==> src/rtl/i2c_addr_pkg.sv <==
package i2c_addr_pkg;
    localparam int ADDR_W = 7;
    localparam int BYTE_W = ADDR_W + 1;

    typedef struct packed {
        logic coarse;
        logic wake;
        logic ack;
        logic a1_act;
        logic rw;
    } filt_state_t;
endpackage

==> src/rtl/i2c_mask_gen.sv <==
module i2c_mask_gen #(
    parameter int W = 7
) (
    input  logic [W-1:0] addr_a,
    input  logic [W-1:0] addr_b,
    input  logic         two_mode,
    output logic [W-1:0] care
);
    // A bit is significant unless two-address mode is on and the addresses differ there
    for (genvar i = 0; i < W; i++) begin : g_bit
        assign care[i] = ~(two_mode & (addr_a[i] ^ addr_b[i]));
    end
endmodule

==> src/rtl/i2c_addr_cmp.sv <==
module i2c_addr_cmp #(
    parameter int W = 7
) (
    input  logic [W-1:0] rx_addr,
    input  logic [W-1:0] addr_a,
    input  logic [W-1:0] addr_b,
    input  logic [W-1:0] care,
    input  logic         two_mode,
    output logic         coarse_hit,
    output logic         hit_a,
    output logic         hit_b
);
    logic not_gc;
    assign not_gc     = |rx_addr;
    assign coarse_hit = not_gc && (((rx_addr ^ addr_a) & care) == '0);
    assign hit_a      = not_gc && (rx_addr == addr_a);
    assign hit_b      = not_gc && two_mode && (rx_addr == addr_b);
endmodule

==> src/rtl/i2c_dual_addr_filter.sv <==
module i2c_dual_addr_filter
    import i2c_addr_pkg::*;
(
    input  logic              clk,
    input  logic              rst_n,
    input  logic [ADDR_W-1:0] cfg_addr1,
    input  logic [ADDR_W-1:0] cfg_addr2,
    input  logic              cfg_two_addr,
    input  logic              cfg_wake_en,
    input  logic              start_det,
    input  logic              addr_valid,
    input  logic [BYTE_W-1:0] addr_byte,
    output logic              coarse_match,
    output logic              wake,
    output logic              ack,
    output logic              addr1_active,
    output logic              rw
);
    logic [ADDR_W-1:0] care;
    logic [ADDR_W-1:0] rx_addr;
    logic              coarse_hit, hit_a, hit_b;
    filt_state_t       st_d, st_q;

    assign rx_addr = addr_byte[BYTE_W-1:1];

    i2c_mask_gen #(.W(ADDR_W)) u_mask (
        .addr_a   (cfg_addr1),
        .addr_b   (cfg_addr2),
        .two_mode (cfg_two_addr),
        .care     (care)
    );

    i2c_addr_cmp #(.W(ADDR_W)) u_cmp (
        .rx_addr    (rx_addr),
        .addr_a     (cfg_addr1),
        .addr_b     (cfg_addr2),
        .care       (care),
        .two_mode   (cfg_two_addr),
        .coarse_hit (coarse_hit),
        .hit_a      (hit_a),
        .hit_b      (hit_b)
    );

    always_comb begin
        st_d        = st_q;
        st_d.coarse = 1'b0;
        st_d.wake   = 1'b0;
        st_d.ack    = 1'b0;
        if (start_det) begin
            st_d.a1_act = 1'b0;
            st_d.rw     = 1'b0;
        end
        if (addr_valid) begin
            st_d.coarse = coarse_hit;
            st_d.wake   = coarse_hit & cfg_wake_en;
            st_d.ack    = coarse_hit & (hit_a | hit_b);
            st_d.a1_act = coarse_hit & hit_a;
            st_d.rw     = addr_byte[0];
        end
    end

    always_ff @(posedge clk or negedge rst_n) begin
        if (!rst_n) st_q <= '0;
        else        st_q <= st_d;
    end

    assign coarse_match = st_q.coarse;
    assign wake         = st_q.wake;
    assign ack          = st_q.ack;
    assign addr1_active = st_q.a1_act;
    assign rw           = st_q.rw;

    AST_PULSE_FROM_VALID: assert property (@(posedge clk) disable iff (!rst_n)
        (coarse_match || ack) |-> $past(addr_valid));
    AST_ACK_NEEDS_COARSE: assert property (@(posedge clk) disable iff (!rst_n)
        ack |-> coarse_match);
    AST_WAKE_GATED: assert property (@(posedge clk) disable iff (!rst_n)
        wake |-> (coarse_match && $past(cfg_wake_en)));
    AST_GC_IGNORED: assert property (@(posedge clk) disable iff (!rst_n)
        ($past(addr_valid) && ($past(addr_byte[BYTE_W-1:1]) == '0)) |-> !coarse_match);
    AST_A1_RISE_ACK: assert property (@(posedge clk) disable iff (!rst_n)
        $rose(addr1_active) |-> ack);
    AST_START_CLEARS: assert property (@(posedge clk) disable iff (!rst_n)
        (start_det && !addr_valid) |=> !addr1_active);
    AST_SINGLE_NO_SEC: assert property (@(posedge clk) disable iff (!rst_n)
        (addr_valid && !cfg_two_addr && (addr_byte[BYTE_W-1:1] != cfg_addr1)) |=> !ack);
endmodule

==> config.mk <==
export PLATFORM = sky130hd
export DESIGN_NAME = i2c_dual_addr_filter
export DESIGN_NICKNAME = d
export VERILOG_FILES = /design/src/rtl/i2c_addr_pkg.sv /design/src/rtl/i2c_mask_gen.sv /design/src/rtl/i2c_addr_cmp.sv /design/src/rtl/i2c_dual_addr_filter.sv
export SDC_FILE = /design/constraint.sdc
export NUM_CORES = 1
export LEC_CHECK = 0
export ABC_AREA = 1
export BUFFER_PORTS_ARGS = -buffer_cell sky130_fd_sc_hd__buf_2
export CORE_MARGIN = 10
export CORE_UTILIZATION = 44
export CTS_CLUSTER_SIZE = 28
export DETAILED_ROUTE_END_ITERATION = 8
export PLACE_DENSITY = 0.9
export SLEW_MARGIN = 10
export SYNTH_ARGS = -nofsm -noshare
export SYNTH_HDL_FRONTEND = slang
export SYNTH_SLANG_ARGS = --single-unit
==> constraint.sdc <==
create_clock -name clk -period 0.8 [get_ports clk]
set_input_delay 0 -clock clk [delete_from_list [all_inputs] [get_ports clk]]
set_output_delay 0 -clock clk [all_outputs]
set_load 0.01 [all_outputs]
**Word-level counts from Yosys, hierarchy flattened**

Cells that the tools add are included.

- Flip-flop bits (word level): 5
- Bits in latches: 0
- RAM bits: 0
- Memory bits (read-only): 0
- Input bits: 28
- Output and inout bits: 5
- Word-level logic and storage cells: 43
- Memories kept: 0

- $add $sub $neg: 0
- Multipliers: 0
- Div/mod/pow operators: 0
- Order comparisons: 0
- Equality and inequality tests: 2
- Shift operators: 0
- Muxes and demuxes: 2
- Bitwise gates (word level): 27
- Reduce and logical (&&, ||, !) cells: 7

Operators with widths:

| operator | number |
|---|---|
| $eq A7 B7 Y1 | 2 |
| $and A1 B1 Y1 | 10 |
| $and A7 B7 Y7 | 1 |
| $logic_not A7 Y1 | 1 |
| $not A1 Y1 | 7 |
| $reduce_or A7 Y1 | 1 |
| $xor A1 B1 Y1 | 7 |
| $xor A7 B7 Y7 | 1 |
| $mux W5 | 1 |
| $logic_and A1 B1 Y1 | 4 |
| $mux W2 | 1 |
| $reduce_bool A2 Y1 | 1 |
| $or A1 B1 Y1 | 1 |

**Longest topological paths before layout**

Gate-level depths: netlist (run 1).

- Depth in word-level cells: 8
- Mapped depth: 9
- Depth with buffers taken out: 9

**Cells and area by module**

A second synthesis (run 1) with hierarchy kept.

- Cell total of the unflattened synthesis: 150
- Area, all modules: 713.2 sq um

By module, submodules not included:

| module | instances | cells an instance | area each (sq um) | sequential area each (sq um) |
|---|---|---|---|---|
| i2c_addr_cmp | 1 | 96 | 389.1 | 0.0 |
| i2c_dual_addr_filter | 1 | 19 | 183.9 | 125.1 |
| i2c_mask_gen | 1 | 35 | 140.1 | 0.0 |

**Least setup slack after synthesis (run 1)**

OpenSTA, ideal clock, no wires.

- Path kind: reg-to-reg
- Start: register rw (netlist name)
- End: register st_q, in the netlist rw
- Library setup time: 121 ps
- Arrival: 583 ps
- Data required time: 679 ps
- Setup slack: 96 ps
- Stages on the path, launching flop included: 2
- Path buffers: 0
- Period minus slack after synthesis: 704 ps
- Path through: dfrtp_1 a22o_1

RTL lines:

| item | RTL line | source |
|---|---|---|
| end signal: assignment | i2c_dual_addr_filter.sv:64 | `else st_q <= st_d;` |
| end: declaration | i2c_dual_addr_filter.sv:22 | `filt_state_t st_d, st_q;` |

**Worst setup path in the final report (run 1)**

- Start: register st_q, in the netlist rw
- End: output rw

RTL lines:

| item | RTL line | source |
|---|---|---|
| end: declaration | i2c_dual_addr_filter.sv:17 | `output logic rw` |

No word-level cell between the ends.

==> results.txt, run 1 <==
First-pass GRT wire length -> 3130 um
Power, Total -> 881 uW
Crit path largest cell delay -> 370 ps
Gr ovfl total -> 0
Vias in the first global route -> 828
Post-DRT Antenna Nets -> 0
Core area -> 1350 um2
Post-route insts no fill -> 173
Initial core utilization -> 47.9%
Pin count of the biggest net entering global routing -> 9
Latest clock arrival within the worst-skew pair -> 240 ps
Most frequent cells in the layout -> nand2_1 (52), buf_2 (32), inv_1 (21), nand3_1 (12), nor2_1 (9)
Final WL -> 1780 um
Setup Viol. Count Final -> 0
Pint -> 590 uW
Bufs on Longest Clock Path -> 2
Dpl hpwl -> 1580 um
Crit path arrival time -> 750 ps
Synth warnings -> 0
Via count -> 831
Drt pass-1 iters -> 4
Power Density -> 1010 nW/um2
H-tree depth -> 1
Cell family with most CP delay -> flip-flops
Clk slew on worst S/H paths -> 40 ps
1st-iter DRT viols -> 18
CP Launch Type -> flop
Worst EP required -> 800 ps
Port buffer count -> 32
Post-Syn Nets -> 148
Register area share after synthesis -> 19.3%
Clock Power Share -> 32.4%
Total track usage -> 10.9%
Worst slew margin -> 85.5%
# nets final -> 187
Switching power -> 290 uW
CTS tree -> yes
Residual DRC count -> 0
Critical path's slowest cell -> dfrtp_1
Critical path, cell by cell -> buf_2
Net Sw Frac -> 33.0%
Commonest non-fill, non-tap cell in the layout -> nand2_1
FP Rows -> 13
Total die area -> 3400 um2
Hold Crit Class -> primary input to flop
CP max FO -> 2
# IOs -> 33
R2R cell count -> 1
Slew @ Worst Pin -> 216 ps
LEAKAGE -> 0.588 nW
Comb pwr share -> 37.8%
Hold_ws -> 7.32 ps
Max Cap Violations -> 0
Final Hold Fails -> 0
Placed Cells incl. Taps -> 167
Hold depth -> 2
Fin crit share -> 94.3%
Layout fillers -> 139
Share of layout cells above drive strength 1 -> 30.4%
Total CTS buffers -> 3
Mapped Cells -> 120
# Post-CTS Setup Buffers -> 0
#FFs+latches synth -> 5
Setup tns final -> 0 ps
Wire per inst -> 10.3 um
Clock Skews -> 0 ps
Post-synth top area cell -> nand2_1
Syn_area_per_cell -> 5.39 um2
Fin crit period -> 754 ps
Synth Cell Area -> 647 um2
Synth top area share -> 30.2%
ANT cells -> 0
CP Depth -> 1
WP buf/inv -> 1
Routability Congestion -> 0.814
Final Max Tran Viols -> 0
Register Area -> 125 um2
Vias per inst -> 4.80
Initial antenna violation count -> 0
Cts repair resizes -> 0
CTS Root Cell -> clkbuf_4
RSZ-0062 raised after global routing -> no
Worst setup EP type -> output pin
Status -> finished, final reports clean
Post-CTS Hold Buffers -> 2
Cell variety after synth -> 18
Die width -> 58.3 um
Part of the power in registers -> 29.8%
Clock Sinks -> 5
Footprint of the multi-input gates -> 428 um2
Setup CP Type -> flop to output pin
F_max -> 1330 MHz
IR drop worst, VDD -> 0.480 mV
DIE HEIGHT -> 58.3 um
Area added between synthesis and finish -> 34.8%
Synth top area cells -> nand2_1 (30%), dfrtp_1 (19%), inv_1 (12%)
[final timing paths]
kind,from,slack (ps),end
max,rw$_DFFE_PN0P_,50,rw
min,addr_byte[0],7,rw$_DFFE_PN0P_
max reg2reg,rw$_DFFE_PN0P_,110,rw$_DFFE_PN0P_
min reg2reg,addr1_active$_DFFE_PN0P_,490,addr1_active$_DFFE_PN0P_
max in group asynchronous,rst_n,570,coarse_match$_DFF_PN0_
min in group asynchronous,rst_n,100,rw$_DFFE_PN0P_
[synthesized netlist by cell type, drive strengths merged]
cell type and instances:
nand2 56, inv 23, nand3 14, nor2 12, dfrtp 5, xor2 3, a21boi 1, a21oi 1
a22o 1, buf 1, nor3 1, o21ai 1, xnor2 1
[logic make-up after synthesis]
kind of cell | count (synthesis) | synth area share [%]
XOR/XNOR | 4 | 5.42
AO/OA/AOI/OAI | 4 | 4.64
flip-flops | 5 | 19.3
AND/OR/NAND/NOR | 83 | 56.1
buffers and inverters | 24 | 14.5
[power by group through the flow]
stage / Clock [mW] / Combinational [mW] / Sequential (mW)
2_1_floorplan: 0 / 0.183 / 0.269
3_3_place_gp: 0 / 0.314 / 0.265
3_5_place_dp: 0 / 0.325 / 0.266
4_1_cts: 0.296 / 0.334 / 0.262
5_1_grt: 0.330 / 0.382 / 0.262
6_report: 0.285 / 0.333 / 0.262
[state kept, by name, indices dropped and copies added (netlist names)]
| register | cells |
|---|---|
| ack | 1 |
| addr1_active | 1 |
| coarse_match | 1 |
| rw | 1 |
| wake | 1 |
[through the flow]
| stage | util [%] | worst slack (ps) | area (um2) |
|---|---|---|---|
| 2_1_floorplan | - | 95.6 | 647 |
| 3_3_place_gp | 61.2 | -18.4 | 826 |
| 3_5_place_dp | 61.2 | -50.9 | 826 |
| 4_1_cts | 64.6 | 36.0 | 872 |
| 5_1_grt | 64.6 | 10.0 | 872 |
| 6_report | 64.6 | 45.6 | 872 |
[layout make-up]
class                      count  area share, %
clock buffer                   4           3.01
multi-input combinational     91           49.1
sequential                     5           14.3
timing repair buffer          35           21.5
tap                           15           2.15
inverter                      23           9.90
[per-layer routing]
layer	part of all wire [%]	vias up	track usage (%)
met3	8.7	2	3.86
met1	42	358	11.1
met2	48	36	19.7
li1	-	435	-
met5	0	-	0
met4	0.79	0	4.03
No activity file was read; power rests on OpenSTA's default activity.
==> run 2, diff against run 1 <==
- ABC_AREA: 1 -> unset
- CORE_AREA: unset -> 10 10 47 49
- CORE_MARGIN: 10 -> unset
- CORE_UTILIZATION: 44 -> unset
- DIE_AREA: unset -> 0 0 57 59
- PLACE_DENSITY: 0.9 -> 0.86
==> results.txt, run 2 <==
Via count -> 577 (was 831)
Routability Congestion -> 0.902 (was 0.814)
Switching power -> 253 uW (was 290 uW)
ANT cells -> 0 (unchanged)
Wire per inst -> 14.1 um (was 10.3 um)
Worst EP required -> 930 ps (was 800 ps)
Power Density -> 1080 nW/um2 (was 1010 nW/um2)
Pre-CTS setup slack -> -379 ps (was -50.9 ps)
Post-synth top flop -> dfrtp_1 (unchanged)
F_max -> 1140 MHz (was 1330 MHz)
Fin crit period -> 877 ps (was 754 ps)
Bufs on Longest Clock Path -> 2 (unchanged)
Net Sw Frac -> 28.7% (was 33.0%)
Final WS setup -> -77.3 ps (was 45.6 ps)
Commonest non-fill, non-tap cell in the layout -> buf_2 (was nand2_1)
Area added between synthesis and finish -> 58.3% (was 34.8%)
Hold Crit Class -> primary input to flop (unchanged)
Final Max Tran Viols -> 0 (unchanged)
Gr ovfl total -> 0 (unchanged)
Register Area -> 125 um2 (unchanged)
CP Launch Type -> primary input (was flop)
CTS Root Cell -> clkbuf_4 (unchanged)
Total track usage -> 8.91% (was 10.9%)
LEAKAGE -> 0.401 nW (was 0.588 nW)
Top cells by count, synth -> xnor2_1 (10), xor2_1 (7), dfrtp_1 (5) (was nand2_1 (52), inv_1 (21), nand3_1 (12), nor2_1 (9), dfrtp_1 (5))
Vias in the first global route -> 557 (was 828)
Clock Power Share -> 32.7% (was 32.4%)
Worst setup EP type -> flop (was output pin)
Post-DRT Antenna Nets -> 0 (unchanged)
Synth top area share -> 24.4% (was 30.2%)
Final Hold Fails -> 0 (unchanged)
Comb pwr share -> 37.5% (was 37.8%)
Total die area -> 3360 um2 (was 3400 um2)
DIE HEIGHT -> 59 um (was 58.3 um)
Crit path arrival time -> 1010 ps (was 750 ps)
Core area -> 1400 um2 (was 1350 um2)
FP Rows -> 14 (was 13)
Status -> finished with violations (was finished, final reports clean)
IR drop worst, VDD -> 0.399 mV (was 0.480 mV)
Synth warnings -> 0 (unchanged)
Fin crit share -> 110% (was 94.3%)
Initial core utilization -> 36.6% (was 47.9%)
Latest clock arrival within the worst-skew pair -> 240 ps (about the same)
Post-synth top area cell -> dfrtp_1 (was nand2_1)
Total CTS buffers -> 3 (unchanged)
Syn_area_per_cell -> 9.00 um2 (was 5.39 um2)
Synth Cell Area -> 513 um2 (was 647 um2)
Clk slew on worst S/H paths -> 40 ps (about the same)
Synth top area cells -> dfrtp_1 (24%), xnor2_1 (17%), xor2_1 (12%) (was nand2_1 (30%), dfrtp_1 (19%), inv_1 (12%))
H-tree depth -> 1 (unchanged)
# IOs -> 33 (unchanged)
First-pass GRT wire length -> 2430 um (was 3130 um)
1st-iter DRT viols -> 3 (was 18)
Dpl hpwl -> 1370 um (was 1580 um)
Design area -> 812 um2 (was 872 um2)
Mapped Cells -> 57 (was 120)
Share of layout cells above drive strength 1 -> 44.8% (was 30.4%)
Synth async-reset ratio -> 100% (unchanged)
Cell variety after synth -> 27 (was 18)
Count leader, synth -> xnor2_1 (was nand2_1)
Final WL -> 1580 um (was 1780 um)
CP max FO -> 5 (was 2)
Slew @ Worst Pin -> 257 ps (was 216 ps)
Hold_ws -> 2.22 ps (was 7.32 ps)
Pin count of the biggest net entering global routing -> 7 (was 9)
Part of the power in registers -> 29.7% (was 29.8%)
Clock Skews -> 0 ps (unchanged)
Layout fillers -> 141 (was 139)
Post-synth EDFFs -> 0 (unchanged)
CTS tree -> yes (unchanged)
Residual DRC count -> 0 (unchanged)
Drt pass-1 iters -> 4 (unchanged)
Register area share after synthesis -> 24.4% (was 19.3%)
Pint -> 627 uW (was 590 uW)
Initial antenna violation count -> 0 (unchanged)
Die width -> 57 um (was 58.3 um)
Clock Sinks -> 5 (unchanged)
Worst slew margin -> 82.7% (was 85.5%)
Placed cell area -> 716 um2 (was 826 um2)
Post-Syn Nets -> 85 (was 148)
RSZ-0062 raised after global routing -> yes (was no)
Vias per inst -> 5.15 (was 4.80)
#FFs+latches synth -> 5 (unchanged)
Setup CP Type -> primary input to flop (was flop to output pin)
# nets final -> 125 (was 187)
Power, Total -> 880 uW (was 881 uW)
Failing checks -> setup timing
Footprint of the multi-input gates -> 425 um2 (was 428 um2)
Setup Viol. Count Final -> 4 (was 0)
Max Cap Violations -> 0 (unchanged)
Most frequent cells in the layout -> buf_2 (27), xnor2_1 (8), xor2_1 (7), dfrtp_1 (5) (was nand2_1 (52), buf_2 (32), inv_1 (21), nand3_1 (12), nor2_1 (9))
Port buffer count -> 32 (unchanged)
run 2: worst max-delay path: stages:
cell and delay [ps]:
buf_8 110, nor4_4 250, nand2_1 120, and4_1 160, and2_1 150, a32o_1 210
run 2: kinds of logic (layout without fill, tap and decap cells):
| kind of cell | Yosys count | in the layout | synth area share (%) |
|---|---|---|---|
| buffers and inverters | 0 | 39 | 0 |
| DFF | 5 | 5 | 24.4 |
| and+or+nand+nor | 24 | 24 | 31.0 |
| AOI/OAI and AO/OA | 11 | 11 | 15.6 |
| xor gates and xnor gates | 17 | 17 | 29.0 |
run 2: what timing repair did:
item,4_1_cts,5_1_grt
resized for setup,6,7
pin swaps,4,4
endpoints found under the hold margin,6,0
endpoints found under the setup margin,3,3
cloned,0,0
hold buffers,2,0
setup buffers,0,1
run 2: layer usage:
metal	track usage [%]	wire [um]
met2	14.7	808
met4	6.04	19
met5	0	0
met1	8.09	590
met3	5.36	165
run 2: cell type report:
cell class                 count  share of cell area [%]
tap                           16                    2.47
multi-input combinational     52                    52.4
sequential                     5                    15.4
timing repair buffer          35                    26.5
clock buffer                   4                    3.24
run 2: path summary, 6_finish.rpt:
path | slack, ps | cells after the start | start | end
min | 2 | 2 | addr_byte[0] | rw$_DFFE_PN0P_
min reg2reg | 490 | 1 | addr1_active$_DFFE_PN0P_ | addr1_active$_DFFE_PN0P_
max | -80 | 6 | addr_byte[6] | addr1_active$_DFFE_PN0P_
max reg2reg | 110 | 1 | addr1_active$_DFFE_PN0P_ | addr1_active$_DFFE_PN0P_
min in group asynchronous | 100 | 2 | rst_n | ack$_DFF_PN0_
max in group asynchronous | 570 | 2 | rst_n | wake$_DFF_PN0_
run 2: per-stage QoR:
| stage | TNS (ps) | util (%) | cells |
|---|---|---|---|
| detailed placement | -1320 | 51.1 | 105 |
| floorplan | -339 | - | 57 |
| global route | -317 | 57.9 | 112 |
| CTS | -195 | 55.7 | 111 |
| finish | -228 | 57.9 | 112 |
| global placement | -1110 | 51.1 | 105 |
run 2: power groups by stage:
stage / Sequential (mW) / Clock, mW / Combinational, mW
detailed placement: 0.265 / 0 / 0.299
finish: 0.262 / 0.288 / 0.331
CTS: 0.262 / 0.300 / 0.318
floorplan: 0.268 / 0 / 0.147
global route: 0.261 / 0.329 / 0.361
global placement: 0.265 / 0 / 0.291
==> run 3, diff against run 2 <==
- PLACE_DENSITY: 0.86 -> 0.71
==> results.txt, run 3 (same netlist as run 2, synthesis figures left out) <==
Port buffer count -> 32 (unchanged)
Latest clock arrival within the worst-skew pair -> 240 ps (about the same)
Fin util -> 66.1% (was 57.9%)
Total track usage -> 9.71% (was 8.91%)
Share of layout cells above drive strength 1 -> 50.0% (was 44.8%)
Setup tns final -> -132 ps (was -228 ps)
Most frequent cells in the layout -> buf_2 (26), xor2_1 (7), xnor2_1 (6), dfrtp_1 (5), buf_4 (4) (was buf_2 (27), xnor2_1 (8), xor2_1 (7), dfrtp_1 (5))
# nets final -> 129 (was 125)
Drt pass-1 iters -> 3 (was 4)
Routability Congestion -> 0.821 (was 0.902)
LEAKAGE -> 0.443 nW (was 0.401 nW)
DIE HEIGHT -> 59 um (unchanged)
Crit path arrival time -> 1040 ps (was 1010 ps)
IR drop worst, VDD -> 0.441 mV (was 0.399 mV)
# IOs -> 33 (unchanged)
Clk slew on worst S/H paths -> 40 ps (about the same)
FP Rows -> 14 (unchanged)
Pin count of the biggest net entering global routing -> 7 (unchanged)
Fin crit share -> 110% (about the same)
Via count -> 589 (was 577)
Crit path largest cell delay -> 430 ps (was 250 ps)
Slew @ Worst Pin -> 359 ps (was 257 ps)
Layout fillers -> 125 (was 141)
Worst setup EP type -> flop (unchanged)
Footprint of the multi-input gates -> 480 um2 (was 425 um2)
Bufs on Longest Clock Path -> 2 (unchanged)
Area added between synthesis and finish -> 80.5% (was 58.3%)
Final Max Tran Viols -> 0 (unchanged)
Clock Sinks -> 5 (unchanged)
Final WS setup -> -77.0 ps (was -77.3 ps)
Fin crit period -> 877 ps (about the same)
Initial antenna violation count -> 0 (unchanged)
Die width -> 57 um (unchanged)
Setup CP Type -> primary input to flop (unchanged)
Max Cap Violations -> 0 (unchanged)
CP max FO -> 5 (unchanged)
Vias in the first global route -> 653 (was 557)
Post-DRT Antenna Nets -> 0 (unchanged)
Failing checks -> setup timing (unchanged)
First-pass GRT wire length -> 2710 um (was 2430 um)
Worst slew margin -> 76.0% (was 82.7%)
Critical path, cell by cell -> buf_12 > buf_4 > xnor2_2 > nand4_1 > or4_4 > a21boi_2 (was buf_8 > nor4_4 > nand2_1 > and4_1 > and2_1 > a32o_1)
CTS Root Cell -> clkbuf_4 (unchanged)
Total CTS buffers -> 3 (unchanged)
1st-iter DRT viols -> 6 (was 3)
Wire per inst -> 14.3 um (was 14.1 um)
RSZ-0062 raised after global routing -> yes (unchanged)
CP Launch Type -> primary input (unchanged)
Dpl hpwl -> 1370 um (about the same)
Clock Skews -> 0 ps (unchanged)
Final WL -> 1660 um (was 1580 um)
ANT cells -> 0 (unchanged)
Final Hold Fails -> 0 (unchanged)
Setup Viol. Count Final -> 3 (was 4)
Residual DRC count -> 0 (unchanged)
Power Density -> 1030 nW/um2 (was 1080 nW/um2)
Status -> finished with violations (unchanged)
Commonest non-fill, non-tap cell in the layout -> buf_2 (unchanged)
F_max -> 1140 MHz (about the same)
Critical path's slowest cell -> or4_4 (was nor4_4)
CTS tree -> yes (unchanged)
Vias per inst -> 5.08 (was 5.15)
Gr ovfl total -> 0 (unchanged)
H-tree depth -> 1 (unchanged)
Register Area -> 125 um2 (unchanged)
Total die area -> 3360 um2 (unchanged)
Initial core utilization -> 36.6% (unchanged)
Worst EP required -> 970 ps (was 930 ps)
Core area -> 1400 um2 (unchanged)
Hold Crit Class -> primary input to asynchronous set/reset pin (was primary input to flop)
-- run 3: layer usage --
metal / global-route usage, % / share of wire (%) / wire [um] / up-vias
met5: 0 / 0 / 0 / -
met4: 4.36 / 0 / 0 / 0
met3: 3.22 / 8.0 / 132 / 0
met2: 18.6 / 58 / 961 / 18
met1: 9.09 / 34 / 566 / 274
li1: - / - / - / 297
-- run 3: path summary, 6_finish.rpt --
kind	start	end	slack, ps	depth (start not counted)
min reg2reg	addr1_active$_DFFE_PN0P_	addr1_active$_DFFE_PN0P_	490	1
min	rst_n	addr1_active$_DFFE_PN0P_	100	2
max in group asynchronous	rst_n	coarse_match$_DFF_PN0_	570	2
min in group clk	addr_valid	rw$_DFFE_PN0P_	100	3
max reg2reg	addr1_active$_DFFE_PN0P_	addr1_active$_DFFE_PN0P_	120	1
max	addr_byte[6]	ack$_DFF_PN0_	-80	6
-- run 3: through the flow --
stage	setup WS [ps]	hold WS [ps]	std cells	power (mW)	cell area, um2
after floorplan	-141	-296	57	0.416	536
after detailed placement	-387	-176	106	0.569	723
after CTS	-114	99.9	116	0.950	901
after global placement	-336	-184	106	0.562	723
after global routing	-97.2	94.1	116	1.02	926
final	-77.0	101	116	0.951	926
-- run 3: layout make-up --
class                           count  share of cell area, %
Multi-Input combinational cell     52                   51.9
Tap cell                           16                   2.16
Timing Repair Buffer               39                   29.6
Sequential cell                     5                   13.5
Clock buffer                        4                   2.84
-- run 3: critical path: cells and delay by family --
kind	cells	cell delay, ps
compound gates	1	130
xor+xnor	1	130
simple gates	2	540
buf+inv	2	240
-- run 3: repair_timing --
action | in CTS | in global routing
setup endpoints to repair | 3 | 4
endpoints found under the hold margin | 7 | 0
resized for setup | 22 | 5
pin swaps | 6 | 6
buffers inserted | 3 | 0
hold buffers | 3 | 0
-- run 3: report_power, final --
group          internal (mW)  switching, mW  leakage (nW)
Combinational          0.228          0.174         0.360
Sequential             0.259        0.00220        0.0684
Clock                  0.188         0.0991        0.0150
Total                  0.676          0.275         0.443
